==> config.mk <==
export PLATFORM = sky130hd
export DESIGN_NAME = bitmap_rmw_engine
export DESIGN_NICKNAME = d
export VERILOG_FILES = /design/src/rtl/bmr_pkg.sv /design/src/rtl/bmr_addr_calc.sv /design/src/rtl/bmr_bit_alu.sv /design/src/rtl/bmr_ctrl.sv /design/src/rtl/bitmap_rmw_engine.sv
export SDC_FILE = /design/constraint.sdc
export NUM_CORES = 1
export LEC_CHECK = 0
export ABC_AREA = 1
export BUFFER_PORTS_ARGS = -buffer_cell sky130_fd_sc_hd__buf_2
export CAP_MARGIN = 25
export CORE_MARGIN = 4
export CORE_UTILIZATION = 54
export DETAILED_ROUTE_END_ITERATION = 6
export PLACE_DENSITY = 0.93
export SYNTH_ARGS = -nofsm -noshare
export SYNTH_HDL_FRONTEND = slang
export SYNTH_SLANG_ARGS = --single-unit
==> constraint.sdc <==
create_clock -name clk -period 2 [get_ports clk]
set_clock_uncertainty 0.1 [all_clocks]
set_input_delay 0.3 -clock clk [delete_from_list [all_inputs] [get_ports clk]]
set_output_delay 0.3 -clock clk [all_outputs]
set_load 0.02 [all_outputs]
==> src/rtl/bmr_pkg.sv <==
package bmr_pkg;
  typedef enum logic [1:0] {
    BMR_SET  = 2'd0,
    BMR_CLR  = 2'd1,
    BMR_FLIP = 2'd2,
    BMR_TEST = 2'd3
  } bmr_op_e;

  typedef enum logic [1:0] {
    ST_IDLE  = 2'd0,
    ST_READ  = 2'd1,
    ST_WRITE = 2'd2
  } bmr_state_e;
endpackage

==> src/rtl/bmr_addr_calc.sv <==
module bmr_addr_calc #(
  parameter int AW = 32,
  parameter int IW = 32,
  parameter int DW = 32
) (
  input  logic [AW-1:0]          base,
  input  logic [IW-1:0]          idx,
  output logic [AW-1:0]          word_addr,
  output logic [$clog2(DW)-1:0]  bit_pos
);
  localparam int SHW = $clog2(DW);
  localparam int OFW = IW - SHW;

  logic [AW-1:0] offset;

  // The offset width follows the index width; pick the fitting variant.
  generate
    if (OFW >= AW) begin : g_trunc
      assign offset = idx[SHW +: AW];
    end else begin : g_ext
      assign offset = {{(AW-OFW){1'b0}}, idx[IW-1:SHW]};
    end
  endgenerate

  assign word_addr = base + offset;
  assign bit_pos   = idx[SHW-1:0];
endmodule

==> src/rtl/bmr_bit_alu.sv <==
module bmr_bit_alu
  import bmr_pkg::*;
#(
  parameter int DW = 32
) (
  input  logic [DW-1:0]          word_in,
  input  logic [$clog2(DW)-1:0]  pos,
  input  bmr_op_e                op,
  output logic [DW-1:0]          word_out,
  output logic                   sel_bit
);
  localparam int SHW = $clog2(DW);

  genvar i;
  generate
    for (i = 0; i < DW; i++) begin : g_bit
      localparam logic [SHW-1:0] MYPOS = SHW'(i);
      logic hit;
      assign hit = (pos == MYPOS);
      always_comb begin
        word_out[i] = word_in[i];
        if (hit) begin
          case (op)
            BMR_SET:  word_out[i] = 1'b1;
            BMR_CLR:  word_out[i] = 1'b0;
            BMR_FLIP: word_out[i] = ~word_in[i];
            default:  word_out[i] = word_in[i];
          endcase
        end
      end
    end
  endgenerate

  assign sel_bit = word_in[pos];
endmodule

==> src/rtl/bmr_ctrl.sv <==
module bmr_ctrl
  import bmr_pkg::*;
(
  input  logic    clk,
  input  logic    rst_n,
  input  logic    start,
  input  logic [1:0] op_in,
  input  logic    mem_ready,
  output bmr_op_e op_q,
  output logic    load_cmd,
  output logic    load_data,
  output logic    upd_zero,
  output logic    req,
  output logic    we,
  output logic    lock,
  output logic    done
);
  bmr_state_e state;
  logic       is_test;

  assign is_test = (op_q == BMR_TEST);

  always_ff @(posedge clk or negedge rst_n) begin
    if (!rst_n) begin
      state <= ST_IDLE;
      op_q  <= BMR_SET;
      done  <= 1'b0;
    end else begin
      done <= 1'b0;
      case (state)
        ST_IDLE: begin
          if (start) begin
            op_q  <= bmr_op_e'(op_in);
            state <= ST_READ;
          end
        end
        ST_READ: begin
          if (mem_ready) begin
            if (is_test) begin
              state <= ST_IDLE;
              done  <= 1'b1;
            end else begin
              state <= ST_WRITE;
            end
          end
        end
        ST_WRITE: begin
          if (mem_ready) begin
            state <= ST_IDLE;
            done  <= 1'b1;
          end
        end
        default: state <= ST_IDLE;
      endcase
    end
  end

  assign load_cmd  = (state == ST_IDLE) && start;
  assign load_data = (state == ST_READ) && mem_ready && !is_test;
  assign upd_zero  = (state == ST_READ) && mem_ready && is_test;
  assign req       = (state != ST_IDLE);
  assign we        = (state == ST_WRITE);
  assign lock      = (state == ST_WRITE) || ((state == ST_READ) && !is_test);
endmodule

==> src/rtl/bitmap_rmw_engine.sv <==
module bitmap_rmw_engine
  import bmr_pkg::*;
#(
  parameter int AW = 32,
  parameter int IW = 32,
  parameter int DW = 32
) (
  input  logic          clk,
  input  logic          rst_n,
  input  logic          start,
  input  logic [1:0]    op,
  input  logic [AW-1:0] base_addr,
  input  logic [IW-1:0] bit_index,
  output logic          mem_req,
  output logic          mem_we,
  output logic          mem_lock,
  output logic [AW-1:0] mem_addr,
  output logic [DW-1:0] mem_wdata,
  input  logic [DW-1:0] mem_rdata,
  input  logic          mem_ready,
  output logic          done,
  output logic          zero_flag
);
  localparam int SHW = $clog2(DW);

  bmr_op_e        op_q;
  logic           load_cmd, load_data, upd_zero;
  logic [AW-1:0]  calc_addr, addr_q;
  logic [SHW-1:0] calc_pos, pos_q;
  logic [DW-1:0]  new_word, wdata_q;
  logic           sel_bit, zero_q;

  bmr_addr_calc #(.AW(AW), .IW(IW), .DW(DW)) u_addr (
    .base      (base_addr),
    .idx       (bit_index),
    .word_addr (calc_addr),
    .bit_pos   (calc_pos)
  );

  bmr_ctrl u_ctrl (
    .clk       (clk),
    .rst_n     (rst_n),
    .start     (start),
    .op_in     (op),
    .mem_ready (mem_ready),
    .op_q      (op_q),
    .load_cmd  (load_cmd),
    .load_data (load_data),
    .upd_zero  (upd_zero),
    .req       (mem_req),
    .we        (mem_we),
    .lock      (mem_lock),
    .done      (done)
  );

  bmr_bit_alu #(.DW(DW)) u_alu (
    .word_in  (mem_rdata),
    .pos      (pos_q),
    .op       (op_q),
    .word_out (new_word),
    .sel_bit  (sel_bit)
  );

  always_ff @(posedge clk or negedge rst_n) begin
    if (!rst_n) begin
      addr_q  <= '0;
      pos_q   <= '0;
      wdata_q <= '0;
      zero_q  <= 1'b0;
    end else begin
      if (load_cmd) begin
        addr_q <= calc_addr;
        pos_q  <= calc_pos;
      end
      if (load_data) wdata_q <= new_word;
      if (upd_zero)  zero_q  <= ~sel_bit;
    end
  end

  assign mem_addr  = addr_q;
  assign mem_wdata = wdata_q;
  assign zero_flag = zero_q;
endmodule

==> qor.txt, run 1 <==
post-synthesis net count = 1110
Req. time, crit path = 2.12 ns
crit path max fanout = 8
Slew Limit Headroom = 0.681
I/O Pins = 171
initial antenna violation count = 0
top cells by count, synth = 305 x nand2_1, 130 x inv_1, 121 x nor2_1
post-synthesis cell area = 0.00623 mm^2
most common cell in the synthesized netlist = nand2_1
post-CTS sizing = 0
hold buffers post-CTS = 1
Slew @ Worst Pin = 0.478 ns
vias per cell = 5.42
Yosys reg bits = 75
post-synth top area share = 0.301
Hold Fails Final Rpt = 0
Hold Crit Class = in -> reg
total CTS buffers = 9
unrepaired setup endpoints after global routing = false
Tot Pwr = 9.88 mW
WL/cell = 14.2 um
Yosys warnings = 0
Setup Crit Path Kind = reg -> reg
endpoints failing setup = 0
top area cells in the synthesized netlist = dfrtp_1 30%, nand2_1 18%, inv_1 7.8%
DRT iter0 DRCs = 861
synthesized instance count = 976
EDFF count, synth = 0
CP Capture Type = flip-flop
Final Max Tran Viols = 0
GPL Wtd Cong = 0.953
Pleak = 4.26 nW
part of the cycle the worst path needs = 0.894
Synth Flop Type = dfrtp_1
post-CTS setup buffer count = 0
fin cells = 1297
GRT Total Usage = 0.282
layout cell share with drive strength beyond 1 = 0.215
Fmax = 559 MHz
Die Width = 115 um
Row Count = 38
asr flop ratio synth = 1.00
first-pass GRT wire length = 30800 um
die area = 0.0133 mm^2
Worst Path Arrival = 1.91 ns
placed instance count = 1281
Hold Slack = 0.0743 ns
n_diodes = 0
Cell variety after synth = 36
clock sinks = 75
crit path time final = 1.79 ns
VDD IR max = 932 uV
vias = 7025
Setup TNS Final = 0 ns
Syn-to-layout area delta = 23.1%
Fillers = 958
Final Core Density = 0.692
CTS tree = built
hpwl dp = 14400 um
Core ar. = 0.0111 mm^2
clock transition at the registers of the reported paths = 0.06 ns
Yosys top cell by area = dfrtp_1
buffers added on ports = 170
Chip Height = 115 um
Syn Area/Cell = 6.38 um^2
initial core utilization = 0.562
Worst-Skew Late Latency = 0.33 ns
vias in the first global route = 6733
H-Tree Depth = 3
grt total ovfl = 0
maxcap violations = 0
largest net degree at the start of global routing = 41
remaining routing DRC violations = 0
status = complete, no violations
fin nets = 1287
PD cells = 1290 mW/mm^2
Startpoint Class = flip-flop
Seq/Total Area, Yosys = 0.301
1st-pass router iterations = 5
antenna-violating nets left = 0
Root Driver = clkbuf_16
Bufs on Longest Clock Path = 2
drt total wl = 18400 um
==> area by class of cell <==
| cell class | instances | area [um^2] | area share |
|---|---|---|---|
| Multi-Input combinational cell | 734 | 3690 | 0.481 |
| Sequential cell | 75 | 1880 | 0.245 |
| Clock buffer | 9 | 225 | 0.0294 |
| Tap cell | 140 | 175 | 0.0228 |
| Timing Repair Buffer | 194 | 1060 | 0.138 |
| Clock inverter | 6 | 115 | 0.0150 |
| Inverter | 139 | 523 | 0.0682 |
==> registers in the layout (all words and copies together), names as in the netlist <==
register,count
zero_flag,1
mem_wdata,32
u_ctrl.state,2
mem_addr,32
u_ctrl.done,1
pos_q,5
u_ctrl.op_q,2
==> path summary, 6_finish.rpt <==
check | endpoint | slack, ns | start | cells after the start
max | zero_flag | 0.21 | pos_q[0] | 11
min | pos_q[3] | 0.07 | bit_index[3] | 3
max reg2reg | zero_flag | 0.21 | pos_q[0] | 11
min reg2reg | mem_addr[19] | 0.37 | mem_addr[19] | 2
max in group asynchronous | mem_addr[29] | 0.83 | rst_n | 3
min in group asynchronous | mem_wdata[3] | 0.38 | rst_n | 2
==> critical path: stages (launching register included) <==
cell     delay [ns]
dfrtp_1        0.53
inv_2          0.14
nand2_4        0.15
nor2_1         0.06
nor2_1         0.10
nand2_1        0.08
nand2_1        0.07
nand2_1        0.05
nor2_1         0.13
nand2_1        0.13
nand3_1        0.11
nand2_1        0.05
==> report_power, final <==
part | total [mW] | switching, mW | leakage, nW | internal [mW]
combinational | 5.21 | 3.54 | 3.21 | 1.67
clock | 1.89 | 0.668 | 0.162 | 1.22
sequential | 2.79 | 0.533 | 0.885 | 2.26
==> layout by cell type (no fill, tap or decap), types with 5 or more instances in the layout <==
cell / n
a211oi_1: 10
a211oi_2: 17
a21oi_1: 53
a31oi_1: 5
buf_2: 169
buf_4: 22
clkbuf_16: 9
dfrtp_1: 75
ha_1: 31
inv_1: 130
inv_2: 8
nand2_1: 305
nand2_2: 6
nand3_1: 75
nand4_1: 5
nor2_1: 120
o21ai_0: 60
o21ai_1: 6
xnor2_1: 13
==> kinds of logic after synthesis <==
family,count (synthesis),share of synthesized area
buf+inv,167,0.107
simple gates,528,0.350
fa+ha+maj,32,0.0655
compound gates,161,0.158
xor+xnor,13,0.0183
flops,75,0.301
==> stage by stage <==
stage	area [um^2]	setup WS, ns
2_1_floorplan	6230	0.165
3_3_place_gp	7320	0.00227
3_5_place_dp	7320	-0.0805
4_1_cts	7670	0.224
5_1_grt	7670	0.0861
6_report	7670	0.211
==> per-layer routing <==
| layer | part of all wire | vias to the layer above | global-route usage | routed length (um) |
|---|---|---|---|---|
| met2 | 0.48 | 384 | 0.486 | 8770 |
| met1 | 0.40 | 3123 | 0.363 | 7450 |
| met4 | 0.027 | 0 | 0.106 | 488 |
| met5 | 0 | - | 0 | 0 |
| met3 | 0.093 | 43 | 0.0345 | 1710 |
| li1 | - | 3475 | - | - |
Note: power is estimated with default switching activity, not from simulation.
==> run 2: changes to the inputs <==
--- a/config.mk
+++ b/config.mk
@@ -9,9 +9,9 @@
 export BUFFER_PORTS_ARGS = -buffer_cell sky130_fd_sc_hd__buf_2
 export CAP_MARGIN = 25
 export CORE_MARGIN = 4
-export CORE_UTILIZATION = 54
+export CORE_UTILIZATION = 55
 export DETAILED_ROUTE_END_ITERATION = 6
-export PLACE_DENSITY = 0.93
+export PLACE_DENSITY = 0.94
 export SYNTH_ARGS = -nofsm -noshare
 export SYNTH_HDL_FRONTEND = slang
 export SYNTH_SLANG_ARGS = --single-unit
==> constraint.sdc (replaced) <==
create_clock -name clk -period 2.17 [get_ports clk]
set_clock_uncertainty 0.1 [all_clocks]
set_input_delay 0.3255 -clock clk [delete_from_list [all_inputs] [get_ports clk]]
set_output_delay 0.3255 -clock clk [all_outputs]
set_load 0.02 [all_outputs]
==> run 2 against run 1 <==
Against the previous run:
- the run now ends with DRC left
- non-clock buffer count decreased by 13
- worst setup slack gained 0.087 ns
- total power down 7.3%
- fmax decreased by 4.4%
- worst hold slack better by 0.030 ns
- wire length down 0.35%
- sequential power decreased by 7.9%
- via count hardly changed
- final cell count fell by 0.93%
- core utilization shrank 0.062 points
- register-to-register slack better by 0.09 ns
- global-route usage is 0.22 points higher
==> qor.txt, run 2 (synthesis results as in run 1) <==
status = finished, violations left (was complete, no violations)
violations in the final reports = DRC
post-CTS setup buffer count = 0 (unchanged)
die area = 0.0131 mm^2 (was 0.0133 mm^2)
total CTS buffers = 9 (unchanged)
unrepaired setup endpoints after global routing = false (unchanged)
initial antenna violation count = 1 (was 0)
layout cell share with drive strength beyond 1 = 0.206 (was 0.215)
Fillers = 934 (was 958)
CP Capture Type = flip-flop (unchanged)
first-pass GRT wire length = 30400 um (was 30800 um)
Row Count = 38 (unchanged)
WL/cell = 14.3 um (was 14.2 um)
Worst-Skew Late Latency = 0.33 ns (about the same)
r2r worst-path depth = 11 (unchanged)
crit path time final = 1.87 ns (was 1.79 ns)
1st-pass router iterations = 7 (was 5)
I/O Pins = 171 (unchanged)
Root Driver = clkbuf_16 (unchanged)
part of the cycle the worst path needs = 0.862 (was 0.894)
final worst setup slack = 0.299 ns (was 0.211 ns)
antenna-violating nets left = 0 (unchanged)
Final Max Tran Viols = 0 (unchanged)
initial core utilization = 0.567 (was 0.562)
Worst R2R End = zero_flag (unchanged)
vias in the first global route = 6704 (was 6733)
DP Area = 0.00722 mm^2 (was 0.00732 mm^2)
Bufs on Longest Clock Path = 2 (unchanged)
drt total wl = 18300 um (was 18400 um)
sequential share of power = 0.280 (was 0.282)
Core ar. = 0.0110 mm^2 (was 0.0111 mm^2)
hold endpoint = pos_q[0] (was pos_q[3])
R2R Path Start = pos_q[0] (unchanged)
endpoints failing setup = 0 (unchanged)
GRT Total Usage = 0.284 (was 0.282)
Hold Fails Final Rpt = 0 (unchanged)
most common cell after layout, fill and taps aside = nand2_1 (unchanged)
Die Width = 114 um (was 115 um)
fin nets = 1274 (was 1287)
Hold Crit Class = in -> reg (unchanged)
Multi-input gate area = 0.00369 mm^2 (unchanged)
vias = 7020 (was 7025)
maxcap violations = 0 (unchanged)
largest net degree at the start of global routing = 48 (was 41)
H-Tree Depth = 3 (unchanged)
Switch Pwr = 4.35 mW (was 4.74 mW)
Setup Crit Path Kind = reg -> reg (unchanged)
vias per cell = 5.46 (was 5.42)
buffers added on ports = 170 (unchanged)
Fmax = 534 MHz (was 559 MHz)
hpwl dp = 14300 um (was 14400 um)
remaining routing DRC violations = 2 (was 0)
Post-Place Setup Slack = 0.0386 ns (was -0.0805 ns)
clock transition at the registers of the reported paths = 0.06 ns (about the same)
grt total ovfl = 0 (unchanged)
commonest cells after routing, fill and taps aside = 305 x nand2_1, 169 x buf_2, 130 x inv_1 (unchanged)
post-CTS sizing = 0 (unchanged)
Worst Path Arrival = 1.99 ns (was 1.91 ns)
CTS tree = built (unchanged)
hold path depth = 3 (unchanged)
FF+latch area = 0.00188 mm^2 (unchanged)
GPL Wtd Cong = 0.944 (was 0.953)
Setup TNS Final = 0 ns (unchanged)
Slew @ Worst Pin = 0.608 ns (was 0.478 ns)
clock sinks = 75 (unchanged)
VDD IR max = 727 uV (was 932 uV)
crit path max fanout = 9 (was 8)
cell area after layout = 0.00759 mm^2 (was 0.00767 mm^2)
Startpoint Class = flip-flop (unchanged)
fin cells = 1285 (was 1297)
DRT iter0 DRCs = 798 (was 861)
Slew Limit Headroom = 0.595 (was 0.681)
Comb power frac = 0.516 (was 0.527)
Chip Height = 114 um (was 115 um)
switching part of the total = 0.475 (was 0.480)
R2R setup slack = 0.30 ns (was 0.21 ns)
clock power share = 0.203 (was 0.191)
Req. time, crit path = 2.29 ns (was 2.12 ns)
PD cells = 1210 mW/mm^2 (was 1290 mW/mm^2)
placed instance count = 1268 (was 1281)
P_int = 4.80 mW (was 5.14 mW)
hold_sp = bit_index[0] (was bit_index[3])
Tot Pwr = 9.15 mW (was 9.88 mW)
Pleak = 4.21 nW (was 4.26 nW)
Syn-to-layout area delta = 21.9% (was 23.1%)
## run 2: stage by stage
stage	util	hold WS (ns)
after floorplan	-	-0.0701
after global placement	0.657	0.211
after detailed placement	0.657	0.204
after CTS	0.691	0.0985
after global routing	0.691	0.118
final	0.692	0.104
## run 2: layer usage
layer | track usage | wire length, um | up-vias
li1 | - | - | 3435
met4 | 0.107 | 556 | 0
met3 | 0.0439 | 1740 | 50
met1 | 0.368 | 7300 | 3149
met2 | 0.478 | 8750 | 386
met5 | 0 | 0 | -
## run 2: how the worst max path moves through the flow
stage | start | end | slack (ns) | cells after the start
after floorplan | base_addr[0] | mem_addr[28] | 0.31 | 13
after global placement | base_addr[0] | mem_addr[28] | 0.11 | 14
after detailed placement | base_addr[0] | mem_addr[20] | 0.04 | 14
after CTS | pos_q[0] | zero_flag | 0.33 | 11
after global routing | pos_q[0] | zero_flag | 0.20 | 11
final | pos_q[0] | zero_flag | 0.30 | 11
## run 2: cell type report
type	instances	share of cell area
tap	140	0.0231
clock inverter	6	0.0181
timing repair buffer	181	0.127
multi-input combinational	734	0.486
antenna	1	0.000329
inverter	139	0.0689
sequential	75	0.247
clock buffer	9	0.0297
## run 2: power by group through the flow
stage | clock [mW] | sequential [mW] | combinational, mW
CTS | 1.88 | 2.56 | 4.70
finish | 1.86 | 2.57 | 4.73
detailed placement | 0 | 2.57 | 4.65
global route | 1.95 | 2.64 | 5.20
floorplan | 0 | 3.21 | 2.54
global placement | 0 | 2.55 | 4.56
## run 2: critical path: stages (launching register included)
cell and delay [ns]:
dfrtp_1 0.51, inv_2 0.13, nand2_4 0.13, inv_2 0.11, a21oi_1 0.17, nand2_1 0.11
nand2_1 0.10, nand2_1 0.06, nor2_1 0.13, nand2_1 0.08, nand3_1 0.08, nand2_1 0.05
## run 2: what timing repair did
item | in CTS | in global routing
hold endpoints to repair | 32 | 0
endpoints found under the setup margin | 0 | 0
hold buffers | 1 | 0
